[config.mk]
export PLATFORM = sky130hd
export DESIGN_NAME = desc_commit_port
export DESIGN_NICKNAME = d
export VERILOG_FILES = /design/src/rtl/desc_pkg.sv /design/src/rtl/desc_stage.sv /design/src/rtl/desc_fifo.sv /design/src/rtl/desc_commit_port.sv
export SDC_FILE = /design/constraint.sdc
export NUM_CORES = 1
export LEC_CHECK = 0
export ABC_AREA = 1
export BUFFER_PORTS_ARGS = -buffer_cell sky130_fd_sc_hd__clkbuf_2
export CAP_MARGIN = 20
export CORE_ASPECT_RATIO = 0.75
export CORE_UTILIZATION = 30
export CTS_BUF_LIST = sky130_fd_sc_hd__clkbuf_4 sky130_fd_sc_hd__clkbuf_8 sky130_fd_sc_hd__clkbuf_16
export CTS_CLUSTER_DIAMETER = 50
export DETAILED_ROUTE_END_ITERATION = 7
export SYNTH_ARGS = -nofsm -noshare
export SYNTH_HDL_FRONTEND = slang
export SYNTH_SLANG_ARGS = --single-unit
[constraint.sdc]
create_clock -name clk -period 7 [get_ports clk]
set_input_delay 0.7 -clock clk [delete_from_list [all_inputs] [get_ports clk]]
set_output_delay 0.7 -clock clk [all_outputs]
set_load 0.03 [all_outputs]
[src/rtl/desc_pkg.sv]
package desc_pkg;

    localparam int STD_WIDTH = 128;
    localparam int EXT_WIDTH = 256;

    typedef struct packed {
        logic full;
        logic empty;
    } fifo_state_t;

    function automatic int desc_width(input bit extended);
        return extended ? EXT_WIDTH : STD_WIDTH;
    endfunction

    function automatic int ptr_width(input int depth);
        return (depth > 1) ? $clog2(depth) : 1;
    endfunction

endpackage

[src/rtl/desc_stage.sv]
module desc_stage #(
    parameter int DW = 128
) (
    input  logic              clk,
    input  logic              rst,
    input  logic              wr_ok,
    input  logic [DW/8-1:0]   be,
    input  logic [DW-1:0]     data,
    output logic [DW-1:0]     merged,
    output logic              commit
);
    localparam int BEW = DW / 8;

    logic [DW-1:0] stage_q;

    for (genvar i = 0; i < BEW; i++) begin : g_lane
        assign merged[i*8 +: 8] = be[i] ? data[i*8 +: 8] : stage_q[i*8 +: 8];

        always_ff @(posedge clk) begin
            if (rst) begin
                stage_q[i*8 +: 8] <= '0;
            end else if (wr_ok && be[i]) begin
                stage_q[i*8 +: 8] <= data[i*8 +: 8];
            end
        end

        // a disabled lane keeps its value
        a_r2_lane_hold: assert property (@(posedge clk) disable iff (rst)
            (wr_ok && !be[i]) |=> $stable(stage_q[i*8 +: 8]));
    end

    assign commit = wr_ok && be[BEW-1] && data[DW-1];

    // no accepted write, no change to the staging register
    a_r7_stage_hold: assert property (@(posedge clk) disable iff (rst)
        !wr_ok |=> $stable(stage_q));

endmodule

[src/rtl/desc_fifo.sv]
module desc_fifo
    import desc_pkg::*;
#(
    parameter int DW    = 128,
    parameter int DEPTH = 4
) (
    input  logic          clk,
    input  logic          rst,
    input  logic          push,
    input  logic [DW-1:0] push_data,
    input  logic          pop_rdy,
    output logic          out_valid,
    output logic [DW-1:0] out_data,
    output fifo_state_t   state
);
    localparam int AW = ptr_width(DEPTH);
    localparam int CW = $clog2(DEPTH + 1);

    logic [DW-1:0] mem [DEPTH];
    logic [AW-1:0] wptr, rptr;
    logic [CW-1:0] cnt;
    logic          pop;

    assign state.full  = (cnt == CW'(DEPTH));
    assign state.empty = (cnt == '0);
    assign out_valid   = !state.empty;
    assign out_data    = mem[rptr];
    assign pop         = pop_rdy && !state.empty;

    function automatic logic [AW-1:0] bump(input logic [AW-1:0] p);
        return (p == AW'(DEPTH - 1)) ? '0 : p + AW'(1);
    endfunction

    always_ff @(posedge clk) begin
        if (push) begin
            mem[wptr] <= push_data;
        end
    end

    always_ff @(posedge clk) begin
        if (rst) begin
            wptr <= '0;
            rptr <= '0;
            cnt  <= '0;
        end else begin
            if (push) wptr <= bump(wptr);
            if (pop)  rptr <= bump(rptr);
            case ({push, pop})
                2'b10:   cnt <= cnt + CW'(1);
                2'b01:   cnt <= cnt - CW'(1);
                default: cnt <= cnt;
            endcase
        end
    end

    // the writer never pushes into a full FIFO
    a_r6_no_push_full: assert property (@(posedge clk) disable iff (rst)
        push |-> !state.full);

    // a push is visible on the next cycle
    a_r3_valid_after_push: assert property (@(posedge clk) disable iff (rst)
        push |=> out_valid);

    // occupancy stays within the depth
    always_comb begin
        if (!rst) a_r6_count_bound: assert (cnt <= CW'(DEPTH));
    end

endmodule

[src/rtl/desc_commit_port.sv]
module desc_commit_port
    import desc_pkg::*;
#(
    parameter bit EXTENDED   = 1'b0,
    parameter int FIFO_DEPTH = 4,
    localparam int DW  = desc_width(EXTENDED),
    localparam int BEW = DW / 8
) (
    input  logic           clk,
    input  logic           rst,
    input  logic           wr_en,
    input  logic [BEW-1:0] wr_be,
    input  logic [DW-1:0]  wr_data,
    output logic           wait_req,
    output logic           buf_full,
    output logic           out_valid,
    input  logic           out_ready,
    output logic [DW-1:0]  out_desc
);
    fifo_state_t   fstate;
    logic          wr_ok;
    logic          commit;
    logic [DW-1:0] merged;

    assign wait_req = fstate.full;
    assign buf_full = fstate.full;
    assign wr_ok    = wr_en && !fstate.full;

    desc_stage #(.DW(DW)) u_stage (
        .clk    (clk),
        .rst    (rst),
        .wr_ok  (wr_ok),
        .be     (wr_be),
        .data   (wr_data),
        .merged (merged),
        .commit (commit)
    );

    desc_fifo #(.DW(DW), .DEPTH(FIFO_DEPTH)) u_fifo (
        .clk       (clk),
        .rst       (rst),
        .push      (commit),
        .push_data (merged),
        .pop_rdy   (out_ready),
        .out_valid (out_valid),
        .out_data  (out_desc),
        .state     (fstate)
    );

    // a held-off write pushes nothing
    a_r7_no_commit_stalled: assert property (@(posedge clk) disable iff (rst)
        (wr_en && wait_req) |-> !commit);

endmodule

### Yosys cells after proc, flatten, opt, wreduce, memory -nomap -nowiden

Memories as Yosys holds them, arrays and structs flattened. A register that Yosys moved wholly into a read port is not among the register bits.
Index checks and enable logic that the tools add are counted.

* add/sub/neg operators: 4
* equality and inequality tests: 5
* muxes and demuxes: 23
* reductions and logical operators: 23

Operator list (number)
* 8-bit 2-to-1 mux: 16
* 1-bit logical AND: 19
* 2-bit 2-to-1 mux: 4
* 2-bit equality test, second input constant: 3
* 3-bit case mux with 2 select lines: 1
* 2-bit by 1-bit adder with 2-bit output, second input constant: 2
* 3-bit by 1-bit adder with 3-bit output, second input constant: 1
* 3-bit equality test, second input constant: 1
* 3-bit logical NOT: 1
* 3-bit by 1-bit subtractor with 3-bit output, second input constant: 1
* 2-bit by 1-bit equality test with 1-bit output, second input constant: 1
* 1-bit logical NOT: 2
* 1-bit 2-to-1 mux: 2
* 2-bit nonzero test: 1

* register bits after elaboration: 135
* memory bits (writable): 512
* input bits: 148
* output and inout bits: 131
* word-level logic and storage cells: 75
* memories kept: 1

Memories
* u_fifo.mem: words 4, bits a word 128, read ports 1, clocked after Yosys merged registers in 1, wr ports 1, line desc_fifo.sv:19 `logic [DW-1:0] mem [DEPTH];`

### Logic depth before layout (Yosys ltp)

* depth after elaboration: 7
* gate-level depth with buffers: 13
* depth with buffers taken out: 12

### Cells and area by module

From an unflattened synthesis, not the netlist that was laid out.

* cell total of the unflattened synthesis: 2440
* area, all modules: 26654.3 um2

By module, submodules not included
* desc_fifo: instances 1, cells each 1304, area an instance 19842.8 um2, sequential area each 15554.9 um2
* desc_stage: instances 1, cells each 1133, area an instance 6794.0 um2, sequential area each 2562.5 um2
* desc_commit_port: instances 1, cells each 3, area an instance 17.5 um2, sequential area each 0.0 um2

### Worst setup path before layout

Ideal clock, no wire load.

* path kind: in2reg
* from: in wr_en
* to: mem u_fifo.mem[0][0] (enable)
* library setup time: 617 ps
* arrival time: 6534 ps
* data required time: 6383 ps
* setup slack: -151 ps
* stages: 4
* buffers on the path: 2
* cell sequence: buf_2 buf_2 nand3_4 nor2_1

* longest elaborated chain between the ends: 5

RTL lines
* start, declared: line desc_commit_port.sv:11 `input logic wr_en,`
* 1-bit logical AND: line desc_commit_port.sv:27 `assign wr_ok = wr_en && !fstate.full;`
* 1-bit logical AND (2 in series): line desc_stage.sv:32 `assign commit = wr_ok && be[BEW-1] && data[DW-1];`
* 1-bit 2-to-1 mux: line desc_fifo.sv:35 `if (push) begin`
* 1-bit 2-to-1 mux (implied by the code): line desc_fifo.sv:36 `mem[wptr] <= push_data;`
* end, declared: line desc_fifo.sv:19

No other way between the ends.

==> results.py <==
metrics = {
    "outcome": {
        "status": "complete, no violations",
    },
    "synth": {
        "yosysSeqAreaShare_pct": 66.2,
        "syn-num-nets": 2848,
        "ys_ff_latch": 649,
        "ys_warn_count": 0,
        "avgSynthCellArea_um2": 10.2,
        "netlist.area_leader.share_pct": 56.2,
        "netlist.top_cell.by_area": "edfxtp_1",
        "yosys-top-cells-area": "edfxtp_1 (56%), dfxtp_1 (10%), o21ai_0 (7.1%)",
        "ys_types": 23,
        "synthesis.area_mm2": 0.0274,
        "syn_inst": 2693,
    },
    "critical_path": {
        "reg2reg_slack_ns": 4.26,
        "crit_slowest_cell": "buf_4",
        "path_cells": "inv_8 > buf_4 > o21ai_0 > o22ai_1 > clkbuf_2",
        "reg2reg_from": "u_fifo.cnt[1]",
        "cp_slowest_stage_delay_ns": 0.76,
        "crit_fanout": 98,
        "startpoint_type": "flop",
        "crit_family": "buffers and inverters",
        "critPathBufInv": 3,
        "required_ns": 6.30,
        "critical_path_arrival_ns": 3.39,
        "worst_r2r_endpoint": "u_stage.stage_q[74]",
        "timing_worst_setup_path_type": "flop to output port",
        "r2r_cells": 8,
        "endpoint_kind": "output port",
    },
    "pwr": {
        "p_leak_nw": 13.0,
        "power_frac_seq_pct": 39.5,
        "vdd_drop_max_mv": 0.185,
        "switching_power_w": 0.00392,
        "swShare_pct": 34.9,
        "internal-power_w": 0.00732,
        "power_density_mw_per_mm2": 350,
        "comb_power_share_pct": 25.6,
        "clkPwrFrac_pct": 34.9,
    },
    "timing": {
        "skew_ns": 0.0264,
        "period_share_pct": 58.4,
        "setup_viol": 0,
        "period_minus_slack_ns": 4.09,
        "fin_ws_ns": 2.91,
        "fin_hold_ws_ns": 0.282,
        "slew_headroom_pct": 26.2,
        "fmax_ghz": 0.245,
        "finalHoldViolations": 0,
        "tightest_slew_ns": 1.10,
        "drv_slew": 0,
        "rsz0062_at_grt": "false",
    },
    "clock_network": {
        "clock_latency_ns": 0.62,
        "cts_setup_buffers": 0,
        "cts_hold_buf": 0,
        "numCtsBuffers": 75,
        "path_clk_slew_ns": 0.06,
        "clk_path_buf_depth": 3,
        "cts.sinks": 649,
        "cts_tree": "built",
        "cts-root-buf": "clkbuf_16",
        "post_cts_resized": 0,
        "cts.htree.levels": 3,
    },
    "floorplan": {
        "io_pins": 279,
        "dieArea_mm2": 0.0924,
        "die-height_um": 264,
        "num_rows": 95,
        "start_util_pct": 30.4,
        "core_mm2": 0.0900,
        "die_w_um": 351,
    },
    "run": {
        "drv_cap": 0,
    },
    "drt": {
        "viasPerCell": 4.57,
        "drt_iter0_markers": 1109,
        "drt_wl_total_um": 71100,
        "drc": 0,
        "drtAntennaViolNets": 0,
        "routed-via-count": 19100,
        "firstDrtPassIters": 6,
        "wl_per_cell_um": 17.0,
    },
    "placed_design": {
        "placed_cell_area_mm2": 0.0295,
        "pre_cts_ws_ns": 3.53,
        "dp_hpwl_um": 41500,
        "gp_congestion": 0.747,
        "placed_cells": 4027,
        "io_buffers": 278,
    },
    "grt": {
        "grt_max_degree": 179,
        "grt_overflow": 0,
        "antenna_found_initial": 17,
        "grt_pass1_wl_um": 108000,
        "first_global_vias": 17800,
        "grtUsageTotal_pct": 15.3,
    },
    "cells_and_area": {
        "syn2layout_area_growth_pct": 17.3,
        "layout_commonest_cell": "edfxtp_1",
        "nets": 3047,
        "final_cell_area_mm2": 0.0321,
        "fin_cells": 4174,
        "drive_above_1_share_pct": 15.0,
        "layout.cells.most_common_list": "edfxtp_1 (512), inv_1 (398), nand2_1 (393)",
    },
    "worst_hold_path": {
        "hold_end": "u_stage.stage_q[127]",
        "holdPathStages": 2,
        "min_from": "rst",
        "hold_path.class": "input pin to flop",
    },
}
-- metrics by stage --
| stage | power (W) | setup TNS, ns | utilization [%] |
|---|---|---|---|
| after floorplan | 0.00653 | -77.41 | - |
| after global placement | 0.00740 | 0 | 32.8 |
| after detailed placement | 0.00743 | 0 | 32.8 |
| after CTS | 0.0114 | 0 | 35.6 |
| after global routing | 0.0118 | 0 | 35.6 |
| final | 0.0112 | 0 | 35.7 |
-- cell usage after synthesis, drive strengths merged --
cell type / count
nand4: 129
clkbuf: 89
edfxtp: 512
ha: 6
fa: 1
nand2: 394
inv: 401
o21ai: 388
or2: 1
a21oi: 3
buf: 89
o22ai: 128
dfxtp: 137
nor2: 397
nand3: 18
-- per-layer routing --
layer	up-vias	wire length, um	global-route usage, %
met5	-	173	0
met4	26	1460	4.32
met3	124	4400	4.11
li1	9480	-	-
met2	397	31300	22.9
met1	9069	33800	21.5
-- how the worst max path moves through the flow --
stage | slack (ns) | cells past startpoint | endpoint | from
2_1_floorplan | -0.15 | 4 | u_fifo.mem[0][0] | wr_en
3_3_place_gp | 3.58 | 5 | out_desc[122] | flop
3_5_place_dp | 3.53 | 5 | out_desc[17] | flop
4_1_cts | 2.83 | 5 | out_desc[17] | flop
5_1_grt | 2.70 | 5 | out_desc[122] | flop
6_report | 2.91 | 5 | out_desc[122] | flop
-- sequential cells by signal, summed over array words and instances (netlist names), named ones only --
| register | cells |
|---|---|
| u_fifo.rptr | 2 |
| u_fifo.wptr | 2 |
| u_fifo.mem | 512 |
| u_fifo.cnt | 3 |
| u_stage.stage_q | 128 |
-- logic make-up (layout without fill, tap and decap cells) --
| family | Yosys count | count (layout) | synth area share, % |
|---|---|---|---|
| AND/OR/NAND/NOR | 939 | 939 | 14.2 |
| other | 0 | 7 | 0 |
| buffers and inverters | 579 | 841 | 9.12 |
| flip-flops | 649 | 649 | 66.2 |
| adder cells (fa/ha/maj) | 7 | 7 | 0.348 |
| AO/OA/AOI/OAI | 519 | 519 | 10.1 |
-- power groups by stage --
stage	Clock [W]	Sequential [W]	Combinational, W
floorplan	0	0.00444	0.00210
global placement	0	0.00452	0.00288
detailed placement	0	0.00452	0.00291
CTS	0.00403	0.00444	0.00291
global route	0.00417	0.00446	0.00314
finish	0.00392	0.00444	0.00288
-- final cells by class --
class | count | area (um^2)
Fill cell | 8987 | 57900
Clock inverter | 47 | 417
Sequential cell | 649 | 18100
Antenna cell | 7 | 17.5
Timing Repair Buffer | 300 | 1600
Tap cell | 1212 | 1520
Inverter | 401 | 1520
Clock buffer | 93 | 2110
Multi-Input combinational cell | 1465 | 6780
(Power assumes the default switching activity.)
